==> config.mk <==
export PLATFORM = sky130hd
export DESIGN_NAME = spdtune_ctrl
export DESIGN_NICKNAME = d
export VERILOG_FILES = /design/src/rtl/spdtune_pkg.sv /design/src/rtl/spdtune_seq.sv /design/src/rtl/spdtune_fields.sv /design/src/rtl/spdtune_ctrl.sv
export SDC_FILE = /design/constraint.sdc
export NUM_CORES = 1
export LEC_CHECK = 0
export BUFFER_PORTS_ARGS = -buffer_cell sky130_fd_sc_hd__clkbuf_2
export CORE_UTILIZATION = 37
export DETAILED_ROUTE_END_ITERATION = 10
export PLACE_DENSITY = 0.75
export SETUP_SLACK_MARGIN = 0.02
export SYNTH_ARGS = -nofsm -noshare
export SYNTH_HDL_FRONTEND = slang
export SYNTH_SLANG_ARGS = --single-unit
==> constraint.sdc <==
create_clock -name clk -period 1.5 [get_ports clk]
set_clock_uncertainty 0.15 [all_clocks]
set_input_delay 0.15 -clock clk [delete_from_list [all_inputs] [get_ports clk]]
set_output_delay 0.15 -clock clk [all_outputs]
set_load 0.03 [all_outputs]
==> src/rtl/spdtune_pkg.sv <==
package spdtune_pkg;

    // Field positions that software decodes
    localparam int MODE_LSB = 0;
    localparam int MODE_W   = 3;
    localparam int TUNE_LSB = 8;
    localparam int TUNE_W   = 6;
    localparam int UPD_BIT  = 15;

    typedef enum logic [MODE_W-1:0] {
        MD_SD       = 3'd0,
        MD_RSV1     = 3'd1,
        MD_MMC_SDR  = 3'd2,
        MD_MMC_DDR  = 3'd3,
        MD_HS200    = 3'd4,
        MD_HS400    = 3'd5,
        MD_HS400_ES = 3'd6,
        MD_RSV7     = 3'd7
    } mode_e;

    typedef enum logic [1:0] {
        ST_IDLE,
        ST_FIRST,
        ST_PRIMED,
        ST_SECOND
    } upd_state_e;

endpackage

==> src/rtl/spdtune_seq.sv <==
module spdtune_seq
    import spdtune_pkg::*;
#(
    parameter int UPD_LAT = 4
) (
    input  logic clk,
    input  logic rst_n,
    input  logic req,
    input  logic cancel,
    output logic busy,
    output logic commit
);
    localparam int CNT_W = (UPD_LAT > 1) ? $clog2(UPD_LAT) : 1;
    localparam logic [CNT_W-1:0] CNT_LOAD = CNT_W'(UPD_LAT - 1);

    upd_state_e state, state_nxt;
    logic [CNT_W-1:0] cnt;

    // Next-state decode
    always_comb begin
        state_nxt = state;
        unique case (state)
            ST_IDLE:   if (req) state_nxt = ST_FIRST;            // T_REQ1
            ST_FIRST:  if (cnt == '0) state_nxt = ST_PRIMED;     // T_PRIME
            ST_PRIMED: begin
                if (req)         state_nxt = ST_SECOND;          // T_REQ2
                else if (cancel) state_nxt = ST_IDLE;            // T_CANCEL
            end
            ST_SECOND: if (cnt == '0) state_nxt = ST_IDLE;       // T_COMMIT
            default:   state_nxt = ST_IDLE;
        endcase
    end

    // State register and latency counter
    always_ff @(posedge clk) begin
        if (!rst_n) begin
            state <= ST_IDLE;
            cnt   <= '0;
        end else begin
            state <= state_nxt;
            if (req && (state == ST_IDLE || state == ST_PRIMED))
                cnt <= CNT_LOAD;
            else if (cnt != '0)
                cnt <= cnt - 1'b1;
        end
    end

    // Outputs
    always_comb begin
        busy   = 1'b0;
        commit = 1'b0;
        unique case (state)
            ST_FIRST:  busy = 1'b1;
            ST_SECOND: begin
                busy   = 1'b1;
                commit = (cnt == '0);
            end
            default: ;
        endcase
    end

endmodule

==> src/rtl/spdtune_fields.sv <==
module spdtune_fields
    import spdtune_pkg::*;
#(
    parameter int DATA_W = 32
) (
    input  logic              clk,
    input  logic              rst_n,
    input  logic              wr_acc,
    input  logic [DATA_W-1:0] wr_data,
    input  logic              strobe_en,
    output logic [MODE_W-1:0] mode_raw,
    output logic [TUNE_W-1:0] tune_raw,
    output logic [MODE_W-1:0] mode_dec
);
    logic strobe_q;
    logic strobe_chg;

    assign strobe_chg = (strobe_en != strobe_q);

    always_ff @(posedge clk) begin
        if (!rst_n) begin
            mode_raw <= '0;
            tune_raw <= '0;
            strobe_q <= 1'b0;
        end else begin
            strobe_q <= strobe_en;
            if (wr_acc) begin
                mode_raw <= wr_data[MODE_LSB +: MODE_W];
                tune_raw <= wr_data[TUNE_LSB +: TUNE_W];
            end else if (strobe_chg) begin
                if (strobe_en && mode_raw == MD_HS400)
                    mode_raw <= MD_HS400_ES;
                else if (!strobe_en && mode_raw == MD_HS400_ES)
                    mode_raw <= MD_HS400;
            end
        end
    end

    always_comb begin
        unique case (mode_e'(mode_raw))
            MD_RSV1, MD_RSV7: mode_dec = MD_SD;
            default:          mode_dec = mode_raw;
        endcase
    end

endmodule

==> src/rtl/spdtune_ctrl.sv <==
module spdtune_ctrl
    import spdtune_pkg::*;
#(
    parameter int DATA_W    = 32,
    parameter int UPD_LAT   = 4,
    parameter int TUNE_SPAN = 43
) (
    input  logic              clk,
    input  logic              rst_n,
    input  logic              wr_en,
    input  logic [DATA_W-1:0] wr_data,
    input  logic              strobe_en,
    output logic [DATA_W-1:0] rd_data,
    output logic [MODE_W-1:0] mode_out,
    output logic [TUNE_W-1:0] tune_out
);
    localparam logic [TUNE_W:0] SPAN = (TUNE_W + 1)'(TUNE_SPAN);

    logic              busy, commit, wr_acc, req, cancel;
    logic [MODE_W-1:0] mode_raw;
    logic [TUNE_W-1:0] tune_raw, tune_wrap;

    assign wr_acc = wr_en && !busy;
    assign req    = wr_acc && wr_data[UPD_BIT];
    assign cancel = wr_acc && !wr_data[UPD_BIT];

    spdtune_seq #(.UPD_LAT(UPD_LAT)) u_seq (
        .clk    (clk),
        .rst_n  (rst_n),
        .req    (req),
        .cancel (cancel),
        .busy   (busy),
        .commit (commit)
    );

    spdtune_fields #(.DATA_W(DATA_W)) u_fields (
        .clk       (clk),
        .rst_n     (rst_n),
        .wr_acc    (wr_acc),
        .wr_data   (wr_data),
        .strobe_en (strobe_en),
        .mode_raw  (mode_raw),
        .tune_raw  (tune_raw),
        .mode_dec  (mode_out)
    );

    // Fold the unusable top of the range back to the bottom
    always_comb begin
        if ({1'b0, tune_raw} >= SPAN)
            tune_wrap = TUNE_W'({1'b0, tune_raw} - SPAN);
        else
            tune_wrap = tune_raw;
    end

    always_ff @(posedge clk) begin
        if (!rst_n)      tune_out <= '0;
        else if (commit) tune_out <= tune_wrap;
    end

    always_comb begin
        rd_data                      = '0;
        rd_data[MODE_LSB +: MODE_W]  = mode_raw;
        rd_data[TUNE_LSB +: TUNE_W]  = tune_raw;
        rd_data[UPD_BIT]             = busy;
    end

endmodule

# Word level (Yosys, flattened, before mapping)
# Cells that the tools add are included.
[totals]
regBits = 20
input_bits = 36
[classes]
n_mux = 16
n_reduce_logical = 20
order_cmp = 1
add_sub_neg = 2
eq_ne = 12
[ops]
columns = ["operator", "n"]
rows = [
  ["3-bit 2-to-1 mux", 5],
  ["2-bit 2-to-1 mux", 7],
  ["3-bit == test (second input constant)", 3],
  ["2-bit one-hot mux with 4 select lines", 1],
  ["6-bit greater-or-equal comparator (second input constant)", 1],
  ["1-bit logical AND", 6],
  ["6-bit 2-to-1 mux", 1],
  ["2-bit by 1-bit != test with 1-bit output (second input constant)", 3],
  ["2-bit nonzero test", 3],
  ["6-bit subtractor (second input constant)", 1],
  ["2-bit == test (second input constant)", 2],
  ["2-bit logical NOT", 2],
  ["4-bit AND reduction", 1],
  ["2-bit OR reduction", 2],
  ["3-bit by 1-bit == test with 1-bit output (second input constant)", 1],
  ["1-bit logical NOT", 3],
  ["3-bit by 2-bit != test with 1-bit output (second input constant)", 1],
  ["3-bit nonzero test", 1],
  ["2-bit by 1-bit == test with 1-bit output (second input constant)", 1],
  ["1-bit 2-to-1 mux", 2],
  ["2-bit AND reduction", 1],
  ["2-bit by 1-bit subtractor with 2-bit output (second input constant)", 1],
  ["1-bit logical OR", 1],
  ["1-bit != test", 1],
]

# Depth between registers and ports, before layout
[logic_depth]
word_depth = 9
ltp_mapped = 7
ltp_nobuf = 6

# By module
# A second synthesis with hierarchy kept.
[unflattened]
cells_unflattened = 132
area_unflattened_um2 = 1199.9
[modules_own_cells]
columns = ["module", "n_inst", "area_per_inst_um2", "cells_each"]
rows = [
  ["spdtune_ctrl", 1, 524.3, 67],
  ["spdtune_fields", 1, 473.0, 46],
  ["spdtune_seq", 1, 202.7, 19],
]

# Least setup slack after synthesis
# No wires, ideal clock.
[synth_path]
path_kind = "register to output"
startpoint = "register u_fields.mode_raw[2]"
endpoint = "output port mode_out[2]"
arrival_time_ns = 1.357
slack_ns = -0.157
path_stages_with_launch = 2
path_buffers = 0
path_cell_list = "dfxtp_1 -> a21boi_0"
[synth_between]
elab_chain_len = 3
[synth_rtl]
columns = ["item", "line_no", "source"]
rows = [
  ["start, declared", "spdtune_fields.sv:11", "output logic [MODE_W-1:0] mode_raw,"],
  ["start signal, assigned", "spdtune_fields.sv:28", "mode_raw <= wr_data[MODE_LSB +: MODE_W];"],
  ["3-bit by 1-bit == test with 1-bit output or 3-bit == test (tied branches)", "spdtune_fields.sv:40", "unique case (mode_e'(mode_raw))"],
  ["2-bit OR reduction", "spdtune_fields.sv:40", ""],
  ["3-bit 2-to-1 mux *", "spdtune_fields.sv:40", ""],
  ["end, declared", "spdtune_ctrl.sv:14", "output logic [MODE_W-1:0] mode_out,"],
]
# Every way passes the cells marked *; elsewhere a longest branch is shown, timed or not.

# Worst setup path after layout
[layout_path]
startpoint = "register u_fields.mode_raw[2]"
endpoint = "output port mode_out[0]"
[layout_between]
elab_chain_len = 3
[layout_rtl]
columns = ["item", "line_no"]
rows = [
  ["3-bit by 1-bit == test with 1-bit output or 3-bit == test (tied branches)", "spdtune_fields.sv:40"],
  ["2-bit OR reduction *", "spdtune_fields.sv:40"],
  ["3-bit 2-to-1 mux *", "spdtune_fields.sv:40"],
]
# Marks and branches as above.

==> metrics.cfg <==
[synth]
postSynthAreaPerCell_sq_um = 8.20
synthDistinctLibCells = 34
async_flop_share = 0
synth_warnings = 0
yosysMostFrequentCell = buf_4
synth-seq-area-share = 0.349
synth_top_flop_cell = dfxtp_1
synth_area_leaders = dfxtp_1 35%, buf_4 15%, nand2_1 7.2%
synth_top_cell_area_share = 0.349
synth.cell_area_sq_um = 1150
synth_edf_count = 0
syn_inst = 140
ys_ff_latch = 20
synth_common_cells = 23 x buf_4, 22 x nand2_1, 20 x dfxtp_1
yosysTopAreaCell = dfxtp_1

[routing]
drtAntennaViolNets = 0
drt_wl_total_mm = 2.27
drc_errors = 6
drt_iter0_markers = 39
vias_per_cell = 4.69
dr.pass1.iters = 10
num_vias = 1000
avgRoutedWirePerCell_microns = 10.6

[clocking]
root_buffer = clkbuf_4
cts_sinks = 20
tritoncts = yes
cts_max_path_buffers = 2
cts_made_buffers = 3
clk_latency_ps = 300
clkSlewWorstSetupHoldPaths_ps = 100
h-tree-depth = 1

[floorplan]
die_y_microns = 57.7
die_area_sq_um = 3330
num_rows = 19
die_w_microns = 57.7
core_sq_um = 2850
io_pins = 77
start_util = 0.403

[finish]
syn_to_final_growth_pct = 22.3
antennaDiodeCount = 0
nFillCells = 294
drive_gt1_frac = 0.269
final_core_util = 0.493
nNetsFinal = 222

[power_and_ir_drop]
p_sw_mw = 0.464
seqPwrFrac = 0.480
clkPwrFrac = 0.187
power.leakage_nw = 0.674
peakVddDrop_v = 0.000955
sw_frac_of_total = 0.352
comb_power_share = 0.334
pwr_density_cell_nw_per_um2 = 937
p_int_mw = 0.853

[global_route]
grt_pass1_vias = 828
grt_pass1_wl_mm = 3.59
antenna_found_initial = 0
grt_max_degree = 23
grt_use_total = 0.139
grt-ovfl-total = 0

[hold_path]
worst_hold_path_type = input pin to flop

[place]
gp_congestion = 0.707
post-dp-hpwl_mm = 1.52
io_buffers = 32

[sta]
fin_tns_setup_ps = 0
hold_viol = 0
finalSetupViolations = 0
fmax_mhz = 701
slew_viol_final = 0
fin_crit_sh = 0.952
rsz0062_at_grt = true
fin_crit_ps = 1430

[flow_run]
cap_violations = 0

[worst_setup_path]
required_ps = 1200
arrival_ps = 1130
criticalPathCategory = flop to output pin
cp_max_fo = 7
end_kind = output pin
start_kind = flop

[outcome]
status = complete, but fails checks
violations = design-rule violations

worst max-delay path, stage by stage (launching register included):
cell,delay [ps]
dfxtp_4,380
xor2_1,160
and2_1,160
buf_6,130
power groups by stage:
stage	sequential [mW]	combinational (mW)	clock (mW)
floorplan	0.668	0.334	0
detailed placement	0.641	0.397	0
CTS	0.630	0.420	0.260
global placement	0.640	0.394	0
global route	0.639	0.483	0.285
finish	0.632	0.440	0.246
metal layers:
layer | wire length (microns) | global-route usage
met5 | 0 | 0
met4 | 26 | 0.0612
met3 | 162 | 0.0491
met2 | 1020 | 0.224
met1 | 1060 | 0.169
cell usage in the layout, fill, tap and decap left out, drive strengths merged:
cell type / instances
conb: 22
o21ai: 7
nor2b: 4
o31ai: 2
and2: 3
buf: 6
nor2: 3
o211ai: 2
a21oi: 9
and3: 2
mux2i: 1
o211a: 1
dfxtp: 20
o32ai: 1
and3b: 1
nand4b: 1
a31oi: 1
nand2: 22
a32oi: 1
a21boi: 11
inv: 4
nand3: 1
clkbuf: 34
mux2: 1
nand3b: 1
ha: 2
xor2: 3
o21a: 3
dlygate4sd3: 10
nand2b: 2
o22ai: 1
flip-flops by register name (all words and copies together) (netlist names):
signal / count
u_seq.state: 2
u_fields.mode_raw: 3
u_fields.tune_raw: 6
tune_out: 6
u_fields.strobe_q: 1
u_seq.cnt: 2
cells by family after synthesis:
kind of cell | count (synthesis) | synth area share
DFF | 20 | 0.349
adders and majority gates | 2 | 0.0218
buffers and inverters | 34 | 0.196
other | 1 | 0.00326
xor gates and xnor gates | 3 | 0.0229
and+or+nand+nor | 39 | 0.167
muxes | 2 | 0.0185
AOI/OAI and AO/OA | 39 | 0.222
through the flow:
step / std cells / hold WS (ps) / power, mW / worst slack [ps] / area, sq um
after floorplan: 161 / 122 / 1.00 / 16.6 / 1230
after CTS: 211 / 3.37 / 1.31 / 32.4 / 1380
after global placement: 198 / 224 / 1.03 / 78.6 / 1250
after detailed placement: 198 / 222 / 1.04 / 67.5 / 1250
final: 213 / 15.2 / 1.32 / 72.5 / 1410
after global routing: 213 / 12.1 / 1.41 / 18.5 / 1410
area by class of cell:
type | instances | area (sq um) | area share
tap | 31 | 38.8 | 0.0276
inverter | 4 | 15.0 | 0.0107
clock buffer | 3 | 22.5 | 0.0160
timing repair buffer | 47 | 304 | 0.216
multi-input combinational | 108 | 614 | 0.437
sequential | 20 | 410 | 0.292
final timing paths:
kind | start | end | slack, ps | depth (start not counted)
max | u_fields.mode_raw[2] | mode_out[0] | 70 | 3
min | wr_data[15] | u_seq.cnt[1] | 20 | 3
max reg2reg | u_fields.tune_raw[0] | tune_out[1] | 110 | 5
min reg2reg | tune_out[5] | tune_out[5] | 340 | 2
what timing repair did:
item                       in CTS  in global routing
hold buffers                   10                  0
setup endpoints to repair       2                  7
resized for setup               3                  6
gates cloned                    0                  1
setup buffers                   0                  1
hold endpoints to repair       10                  0
pin swaps                       0                  2
Power figures use the tool's default switching activity.
